[src/rtl/dma_chan_pkg.sv]
package dma_chan_pkg;

  typedef enum logic [1:0] {
    SZ_8   = 2'b00,
    SZ_16  = 2'b01,
    SZ_32  = 2'b10,
    SZ_RSV = 2'b11
  } xfer_size_e;

  // bit 0 is the enable, bit 9 is memory-to-memory
  typedef struct packed {
    logic       m2m;
    xfer_size_e msize;
    xfer_size_e psize;
    logic       minc;
    logic       pinc;
    logic       circ;
    logic       dir;
    logic       en;
  } chan_cfg_t;

  typedef enum logic [1:0] {
    RA_CFG   = 2'd0,
    RA_CNT   = 2'd1,
    RA_PADDR = 2'd2,
    RA_MADDR = 2'd3
  } reg_sel_e;

  typedef enum logic [1:0] {
    ST_IDLE  = 2'd0,
    ST_READ  = 2'd1,
    ST_WRITE = 2'd2
  } seq_state_e;

  localparam int SIDE_PER = 0;
  localparam int SIDE_MEM = 1;
  localparam int NSIDES   = 2;

  function automatic logic [2:0] size_step(input xfer_size_e s);
    case (s)
      SZ_8:    return 3'd1;
      SZ_16:   return 3'd2;
      default: return 3'd4;
    endcase
  endfunction

  function automatic logic [1:0] low_clear(input xfer_size_e s);
    case (s)
      SZ_8:    return 2'b00;
      SZ_16:   return 2'b01;
      default: return 2'b11;
    endcase
  endfunction

endpackage

[src/rtl/dma_addr_unit.sv]
module dma_addr_unit
  import dma_chan_pkg::*;
#(
  parameter int AW = 32
) (
  input  logic          clk,
  input  logic          rst_n,
  input  logic          ld,
  input  logic [AW-1:0] ld_val,
  input  logic [AW-1:0] base,
  input  xfer_size_e    sz,
  input  logic          inc,
  input  logic          adv,
  input  logic          wrap,
  output logic [AW-1:0] addr
);

  logic [AW-1:0] cur;

  always_ff @(posedge clk or negedge rst_n) begin
    if (!rst_n)       cur <= '0;
    else if (ld)      cur <= ld_val;
    else if (adv) begin
      if (wrap)       cur <= base;
      else if (inc)   cur <= cur + AW'(size_step(sz));
    end
  end

  assign addr = cur & ~AW'(low_clear(sz));

endmodule

[src/rtl/dma_chan_regs.sv]
module dma_chan_regs
  import dma_chan_pkg::*;
#(
  parameter int AW = 32,
  parameter int CW = 16
) (
  input  logic                   clk,
  input  logic                   rst_n,
  input  logic                   reg_we,
  input  logic [1:0]             reg_addr,
  input  logic [AW-1:0]          reg_wdata,
  output logic [AW-1:0]          reg_rdata,
  input  logic                   busy,
  input  logic                   err_clr,
  input  logic [CW-1:0]          rem_cnt,
  output chan_cfg_t              cfg,
  output logic [CW-1:0]          prog_cnt,
  output logic [NSIDES-1:0][AW-1:0] base,
  output logic                   ld_cnt,
  output logic [NSIDES-1:0]      ld_addr
);

  localparam int CFGW = $bits(chan_cfg_t);

  logic locked;
  assign locked     = cfg.en | busy;
  assign ld_cnt     = reg_we && reg_addr == RA_CNT   && !locked;
  assign ld_addr[SIDE_PER] = reg_we && reg_addr == RA_PADDR && !locked;
  assign ld_addr[SIDE_MEM] = reg_we && reg_addr == RA_MADDR && !locked;

  always_ff @(posedge clk or negedge rst_n) begin
    if (!rst_n) begin
      cfg      <= '0;
      prog_cnt <= '0;
      base     <= '0;
    end else begin
      if (reg_we && reg_addr == RA_CFG) cfg <= chan_cfg_t'(reg_wdata[CFGW-1:0]);
      if (err_clr)                      cfg.en <= 1'b0;
      if (ld_cnt)                       prog_cnt <= reg_wdata[CW-1:0];
      for (int s = 0; s < NSIDES; s++)
        if (ld_addr[s]) base[s] <= reg_wdata;
    end
  end

  always_comb begin
    case (reg_addr)
      RA_CFG:   reg_rdata = AW'(cfg);
      RA_CNT:   reg_rdata = AW'(rem_cnt);
      RA_PADDR: reg_rdata = base[SIDE_PER];
      default:  reg_rdata = base[SIDE_MEM];
    endcase
  end

endmodule

[src/rtl/dma_chan_engine.sv]
module dma_chan_engine
  import dma_chan_pkg::*;
#(
  parameter int AW = 32,
  parameter int DW = 32,
  parameter int CW = 16
) (
  input  logic                      clk,
  input  logic                      rst_n,
  input  chan_cfg_t                 cfg,
  input  logic [CW-1:0]             prog_cnt,
  input  logic [NSIDES-1:0][AW-1:0] base,
  input  logic                      ld_cnt,
  input  logic [NSIDES-1:0]         ld_addr,
  input  logic [AW-1:0]             ld_val,
  input  logic                      periph_req,
  input  logic                      grant,
  output logic                      m_valid,
  input  logic                      m_ready,
  output logic                      m_write,
  output logic [AW-1:0]             m_addr,
  output logic [1:0]                m_size,
  output logic [DW-1:0]             m_wdata,
  input  logic [DW-1:0]             m_rdata,
  input  logic                      m_err,
  output logic [CW-1:0]             rem_cnt,
  output logic                      busy,
  output logic                      err_clr,
  output logic                      evt_half,
  output logic                      evt_done,
  output logic                      evt_err
);

  seq_state_e    state;
  logic [DW-1:0] data_q;
  logic [AW-1:0] side_addr [NSIDES];
  logic          src, dst;
  xfer_size_e    src_sz, dst_sz;
  logic          start, acc, beat_ok, beat_bad, last_wr, wrap;
  logic [CW-1:0] rem_next;
  logic [DW-1:0] lane;

  assign src    = cfg.dir;          // 1 selects the memory side as source
  assign dst    = ~cfg.dir;
  assign src_sz = cfg.dir ? cfg.msize : cfg.psize;
  assign dst_sz = cfg.dir ? cfg.psize : cfg.msize;

  assign start    = (state == ST_IDLE) && cfg.en && (rem_cnt != '0)
                    && (cfg.m2m || periph_req) && grant;
  assign acc      = m_valid && m_ready;
  assign beat_ok  = acc && !m_err;
  assign beat_bad = acc && m_err;
  assign last_wr  = (state == ST_WRITE) && beat_ok;
  assign rem_next = rem_cnt - CW'(1);
  assign wrap     = cfg.circ && (rem_next == '0);

  for (genvar g = 0; g < NSIDES; g++) begin : g_side
    xfer_size_e sz_g;
    logic       inc_g;
    assign sz_g  = (g == SIDE_PER) ? cfg.psize : cfg.msize;
    assign inc_g = (g == SIDE_PER) ? cfg.pinc  : cfg.minc;
    dma_addr_unit #(.AW(AW)) u_addr (
      .clk    (clk),
      .rst_n  (rst_n),
      .ld     (ld_addr[g]),
      .ld_val (ld_val),
      .base   (base[g]),
      .sz     (sz_g),
      .inc    (inc_g),
      .adv    (last_wr),
      .wrap   (wrap),
      .addr   (side_addr[g])
    );
  end

  always_comb begin
    case (src_sz)
      SZ_8:    lane = DW'(8'hFF);
      SZ_16:   lane = DW'(16'hFFFF);
      default: lane = '1;
    endcase
  end

  always_ff @(posedge clk or negedge rst_n) begin
    if (!rst_n) begin
      state <= ST_IDLE;
    end else begin
      case (state)
        ST_IDLE:  if (start) state <= ST_READ;
        ST_READ:  if (beat_bad) state <= ST_IDLE;
                  else if (beat_ok) state <= ST_WRITE;
        ST_WRITE: if (acc) state <= ST_IDLE;
        default:  state <= ST_IDLE;
      endcase
    end
  end

  always_ff @(posedge clk or negedge rst_n) begin
    if (!rst_n) begin
      data_q   <= '0;
      rem_cnt  <= '0;
      evt_half <= 1'b0;
      evt_done <= 1'b0;
      evt_err  <= 1'b0;
    end else begin
      if (state == ST_READ && beat_ok) data_q <= m_rdata & lane;
      if (ld_cnt)       rem_cnt <= ld_val[CW-1:0];
      else if (last_wr) rem_cnt <= wrap ? prog_cnt : rem_next;
      evt_half <= last_wr && (rem_next == (prog_cnt >> 1));
      evt_done <= last_wr && (rem_next == '0);
      evt_err  <= beat_bad;
    end
  end

  assign m_valid = (state != ST_IDLE);
  assign m_write = (state == ST_WRITE);
  assign m_addr  = m_write ? side_addr[dst] : side_addr[src];
  assign m_size  = m_write ? dst_sz : src_sz;
  assign m_wdata = data_q;
  assign busy    = (state != ST_IDLE);
  assign err_clr = beat_bad;

endmodule

[src/rtl/dma_chan_seq.sv]
module dma_chan_seq
  import dma_chan_pkg::*;
#(
  parameter int AW = 32,
  parameter int DW = 32,
  parameter int CW = 16
) (
  input  logic          clk,
  input  logic          rst_n,
  input  logic          reg_we,
  input  logic [1:0]    reg_addr,
  input  logic [AW-1:0] reg_wdata,
  output logic [AW-1:0] reg_rdata,
  input  logic          periph_req,
  input  logic          grant,
  output logic          m_valid,
  input  logic          m_ready,
  output logic          m_write,
  output logic [AW-1:0] m_addr,
  output logic [1:0]    m_size,
  output logic [DW-1:0] m_wdata,
  input  logic [DW-1:0] m_rdata,
  input  logic          m_err,
  output logic          evt_half,
  output logic          evt_done,
  output logic          evt_err
);

  chan_cfg_t                 cfg;
  logic [CW-1:0]             prog_cnt, rem_cnt;
  logic [NSIDES-1:0][AW-1:0] base;
  logic                      ld_cnt, busy, err_clr;
  logic [NSIDES-1:0]         ld_addr;

  dma_chan_regs #(.AW(AW), .CW(CW)) u_regs (
    .clk       (clk),
    .rst_n     (rst_n),
    .reg_we    (reg_we),
    .reg_addr  (reg_addr),
    .reg_wdata (reg_wdata),
    .reg_rdata (reg_rdata),
    .busy      (busy),
    .err_clr   (err_clr),
    .rem_cnt   (rem_cnt),
    .cfg       (cfg),
    .prog_cnt  (prog_cnt),
    .base      (base),
    .ld_cnt    (ld_cnt),
    .ld_addr   (ld_addr)
  );

  dma_chan_engine #(.AW(AW), .DW(DW), .CW(CW)) u_engine (
    .clk        (clk),
    .rst_n      (rst_n),
    .cfg        (cfg),
    .prog_cnt   (prog_cnt),
    .base       (base),
    .ld_cnt     (ld_cnt),
    .ld_addr    (ld_addr),
    .ld_val     (reg_wdata),
    .periph_req (periph_req),
    .grant      (grant),
    .m_valid    (m_valid),
    .m_ready    (m_ready),
    .m_write    (m_write),
    .m_addr     (m_addr),
    .m_size     (m_size),
    .m_wdata    (m_wdata),
    .m_rdata    (m_rdata),
    .m_err      (m_err),
    .rem_cnt    (rem_cnt),
    .busy       (busy),
    .err_clr    (err_clr),
    .evt_half   (evt_half),
    .evt_done   (evt_done),
    .evt_err    (evt_err)
  );

endmodule

[config.mk]
export PLATFORM = sky130hd
export DESIGN_NAME = dma_chan_seq
export DESIGN_NICKNAME = d
export VERILOG_FILES = /design/src/rtl/dma_chan_pkg.sv /design/src/rtl/dma_addr_unit.sv /design/src/rtl/dma_chan_regs.sv /design/src/rtl/dma_chan_engine.sv /design/src/rtl/dma_chan_seq.sv
export SDC_FILE = /design/constraint.sdc
export NUM_CORES = 1
export LEC_CHECK = 0
export BUFFER_PORTS_ARGS = -buffer_cell sky130_fd_sc_hd__buf_2
export CORE_MARGIN = 2
export CORE_UTILIZATION = 34
export DETAILED_ROUTE_END_ITERATION = 7
export GPL_TIMING_DRIVEN = 0
export SKIP_LAST_GASP = 1
export SYNTH_ARGS = -nofsm -noshare
export SYNTH_HDL_FRONTEND = slang
export SYNTH_SLANG_ARGS = --single-unit
[constraint.sdc]
create_clock -name clk -period 3.4 [get_ports clk]
set_input_delay 0.85 -clock clk [delete_from_list [all_inputs] [get_ports clk]]
set_output_delay 0.85 -clock clk [all_outputs]
set_load 0.005 [all_outputs]
; Word-level counts from Yosys, hierarchy flattened
; Index checks and enable logic that the tools add are counted.
[totals]
register_bits = 207
elab_cells = 126
out_inout_bits = 103
inputBits = 73
[classes]
magnitude_cmp = 2
n_eq_ne = 12
n_reduce_logical = 39
bitwise_logic = 9
n_addsub = 3
n_mux = 42
[ops]
columns = op, count
row1 = 2-to-1 mux 32 bit, 15
row2 = AND 32 bit, 3
row3 = case mux 32 bit (3 select lines), 1
row4 = adder 32 x 3 -> 32 bit, 2
row5 = inverter 2 -> 32 bit, 2
row6 = case mux 32 bit (2 select lines), 1
row7 = 2-to-1 mux 16 bit, 3
row8 = 2-to-1 mux 3 bit, 8
row9 = logical AND 1 bit, 19
row10 = == test 16 x 15 -> 1 bit, 1
row11 = logical NOT 16 bit, 1
row12 = nonzero test 16 bit, 1
row13 = "subtractor 16 x 1 -> 16 bit, second input constant", 1
row14 = 2-to-1 mux 2 bit, 7
row15 = case mux 3 bit (2 select lines), 2
row16 = "== test 2 x 1 -> 1 bit, second input constant", 5
row17 = logical NOT 2 bit, 5
row18 = nonzero test 2 bit, 5
row19 = case mux 2 bit (2 select lines), 2
row20 = "== test 2 bit, second input constant", 3
row21 = case mux 2 bit (3 select lines), 1
row22 = nonzero test 3 bit, 2
row23 = "greater-or-equal comparator 2 bit, second input constant", 2
row24 = inverter 1 -> 2 bit, 2
row25 = other kinds (10), 13

; Depth between registers and ports, before layout
[depth]
word_depth = 11
mapped_depth = 12
mapped_depth_nobuf = 10

; Hierarchy
; Synthesis repeated with hierarchy kept, for this count alone.
[unflattened]
hier_cells = 1198
hier_area_um2 = 12529.5
[by_module_without_submodules]
columns = module, area_each_um2, cells_each, instances, seq_area_each_um2
row1 = dma_addr_unit, 2572.5, 300, 2, 800.8
row2 = dma_chan_regs, 4051.4, 261, 1, 2252.2
row3 = dma_chan_engine, 3333.2, 337, 1, 1326.3

; Worst setup path after synthesis
; OpenSTA, ideal clock, no wires.
[synth_timing]
kind = input -> output
startpoint = input reg_addr[0]
endpoint = output reg_rdata[0]
arrival_time_ps = 2258
required_ps = 2550
path_stages = 3
path_buffers = 2
slack_ps = 292
cell_sequence = clkbuf_1 > clkbuf_1 > mux4_2
[synth_via]
elab_chain_cells = 2
elab_cells_between_ends = 4
cone_classes = eq/ne: 2 / mux: 1 / reduce/logical: 1
[synth_rtl]
columns = item, line_no
row1 = from (decl), dma_chan_seq.sv:11  ; input logic [1:0] reg_addr,
row2 = == test 2 bit (tied with other cells), dma_chan_regs.sv:46  ; case (reg_addr)
row3 = case mux 32 bit (3 select lines) *, dma_chan_regs.sv:46
row4 = to (decl), dma_chan_seq.sv:13  ; output logic [AW-1:0] reg_rdata,
; Mark *: on every way between the ends. The rest lies on a longest branch, timed or not.

; Final worst setup path
[layout_timing]
startpoint = input reg_addr[1]
endpoint = output reg_rdata[7]
; Same word-level chain as after synthesis.

==> impl_results.md <==
- Iteration-0 DRC Markers: roughly 1200
- Share of the synthesized area in the top cell type: 43.2%
- Clock Tree Buf Depth: 3
- Asr flop ratio synth: 100%
- Layout cells sized above 1: 24.7%
- Final Hold Fails: 0
- Status: completed
- Final setup violation count: 0
- Req. time, crit path: approximately 2600 ps
- Critical path, cell by cell: buf_2, clkbuf_2, clkbuf_4, clkbuf_4, mux4_2, buf_2
- Chip Height: 192 um
- CP max stage cell: mux4_2
- FILL cells: 3446
- ANT nets after route: 0
- HP Class: primary input to async pin
- Fmax: 298 MHz
- Layout Nets: 1553
- Sequential power share: 38.4%
- Final Non-Filler Cells: 1942
- Cell row count: 68
- Cts bufs inserted: 25
- Power Total: 0.0125 W
- IO Pins: 176
- Diodes inserted: 0
- Critical path capture point: reg_rdata[7]
- Final WL: 48.2 mm
- Yosys cell types: 71
- Routed WL per cell: 24.8 um
- Post-route DRC: 0
- Slew headroom: 27.4%
- Dpl hpwl: 34.9 mm
- Worst Clk Skew: 12.9 ps
- Mapped Cells: between 1000 and 1500
- IO Port Bufs: 174
- Worst reg2reg path depth: 11
- Final setup TNS: 0 ps
- Final min period: 3350 ps
- Synth top area cells: dfrtp_1 (43%), nand2_1 (6.8%), mux2_2 (6.2%)
- CP Launch Type: primary input
- Switching Share: a little over 40%
- H-tree depth: 1
- Grt ovf: 0
- Post-synthesis sequential area ratio: 43.2%
- Area grow syn2layout: 21.4%
- TritonRoute pass-1 iters: 5
- Setup crit start: reg_addr[1]
- Crit Path Class: primary input to primary output
- Vias per inst: a little under 6
- Initial antenna violation count: 2
- Pins over their slew limit: 0
- Worst r2r dst: u_engine.g_side[1].u_addr.cur[3]
- P_int: 0.00748 W
- Syn avg cell area: 9.48 um2
- Top cells by count, synth: nand2_1 (218), dfrtp_1 (207), clkbuf_1 (66), mux2_2 (66), o21ai_0 (66)
- Peak VDD IR: 0.507 mV
- Core area: 0.0346 mm2
- Root Buffer: clkbuf_16
- Post-synthesis instance area: 0.0120 mm2
- Data arrival time of the worst path: 2500 ps
- Tcrit/Tclk final: between 90% and 100%
- Clk_lat worst skew: 540 ps
- Clk pin slew, worst setup/hold paths: 60 ps
- Register area: 0.00518 mm2
- Starting Density: around a third
- CTS tree: done
- Max_cap viols: 0
- Post-synthesis register bit count: just over 200
- EDFF count, synth: 0
- Largest area contributor in the netlist: dfrtp_1
- Reg2reg start: u_engine.rem_cnt[0]
- Leak: about 6.6 nW
- Chip width: between 150 and 200 um
- Crit-path max cell delay: about 410 ps
- Measured slew at the worst slew-check pin: between 1000 and 1500 ps
- Warnings from Yosys: 0
- Clock sink count: 207
- Vias: 11500
- RSZ-0062 raised after global routing: false
- Pwr dens: around 860 mW/mm2
- Worst hold slack: 213 ps
- First-pass GRT wire length: between 70 and 80 mm
- R2r setup slk: approximately 110 ps
- Ys flop type: dfrtp_1
- Die area: between 0.03 and 0.04 mm2
- Post-synth net total: 1350
- Multi-input logic area: around 0.0065 mm2
- NetSw: 0.00504 W
- Logic pwr share: about two fifths
- Largest net degree at the start of global routing: between 90 and 100
- Most frequent cell after synthesis: nand2_1
- Clock power share: 22.6%
- GPL Wtd Cong: 0.954
- Hold buffer count at cts: 0
- GRT Resource Usage Total: between 20 and 30%
- CP max FO: 10
- Vias in the first global route: between 10000 and 15000
- DP Cell Count: 1896
- Capturing element type of the critical path: primary output
worst min path at each step:
stage	startpoint	end	slack (ps)	cells after the start
2_1_floorplan	u_engine.state[1]	u_engine.state[0]	440	1
3_3_place_gp	u_engine.state[1]	u_engine.state[0]	480	1
3_5_place_dp	u_engine.m_wdata[14]	u_engine.m_wdata[14]	490	1
4_1_cts	rst_n	u_regs.base[54]	220	1
5_1_grt	rst_n	u_engine.g_side[0].u_addr.cur[23]	230	1
6_report	rst_n	u_engine.g_side[0].u_addr.cur[23]	210	1
logic make-up (layout without fill, tap and decap cells):
group	count (synthesis)	after routing	synth area share, %
flops	207	207	43.2
simple gates	472	472	19.2
fa+ha+maj	12	12	1.38
xor+xnor	55	55	4.02
mux	113	113	11.2
compound gates	303	303	17.3
buf+inv	103	325	3.74
placed cells by master (no fill, tap or decap), types with 13 or more instances in the layout:
master | synthesis | routed
nand2_1 | 218 | 217
a22o_1 | 31 | 31
nand3_1 | 50 | 49
xnor2_1 | 28 | 25
dfrtp_1 | 207 | 206
mux2_2 | 66 | 66
o21ai_0 | 66 | 63
and3_1 | 26 | 26
buf_2 | 16 | 179
nor3_1 | 19 | 19
a21o_1 | 16 | 16
inv_1 | 13 | 13
a21oi_1 | 54 | 53
mux2i_1 | 37 | 37
o211ai_1 | 15 | 15
clkbuf_16 | 0 | 25
nand4_1 | 19 | 19
xor2_1 | 27 | 27
clkbuf_1 | 66 | 47
a31oi_1 | 36 | 36
nor2_1 | 47 | 46
nor2b_1 | 22 | 21
state kept, by name, indices dropped and copies added (netlist names):
register and flops:
u_engine.g_side.u_addr.cur 64, u_regs.base 64, u_engine.m_wdata 32, u_engine.rem_cnt 16, u_regs.prog_cnt 16, u_regs.cfg 10
u_engine.state 2, u_engine.evt_done 1, u_engine.evt_err 1, u_engine.evt_half 1
through the flow:
step           util (%)  instance area [um2]  setup slack [ps]
3_3_place_gp       38.8                13400             -2300
2_1_floorplan         -                12000               292
5_1_grt            42.0                14600              3.95
4_1_cts            41.8                14500             -81.3
6_report           42.0                14600              45.5
3_5_place_dp       39.0                13500              -981
critical path: cells and delay by family:
kind	cells	cell delay (ps)
buffers and inverters	5	1230
muxes	1	410
final cells by class:
cell class / instances / share of cell area [%]
timing repair buffer: 179 / 6.58
clock inverter: 12 / 1.03
buffer: 87 / 3.22
sequential: 207 / 35.6
multi-input combinational: 955 / 44.5
inverter: 13 / 0.335
clock buffer: 34 / 4.87
tap: 455 / 3.91
power by group through the flow:
stage | clock network (W) | logic (W) | registers (W)
2_1_floorplan | 0 | 0.00309 | 0.00439
3_3_place_gp | 0 | 0.00466 | 0.00475
3_5_place_dp | 0 | 0.00475 | 0.00478
4_1_cts | 0.00286 | 0.00481 | 0.00475
5_1_grt | 0.00297 | 0.00534 | 0.00495
6_report | 0.00283 | 0.00488 | 0.00481
what timing repair did:
action,CTS,global route
setup buffers,0,3
pin swaps,0,3
endpoints found under the hold margin,0,0
setup endpoints to repair,122,137
gates resized for setup,38,37
routing by layer:
metal / wire length (um) / vias up / global-route usage (%)
met5: 10 / - / 0
met4: 2390 / 2 / 12.0
met3: 4500 / 137 / 5.97
met2: 21500 / 608 / 40.1
met1: 19800 / 5729 / 34.4
li1: - / 5059 / -
No activity file was read; power rests on OpenSTA's default activity.
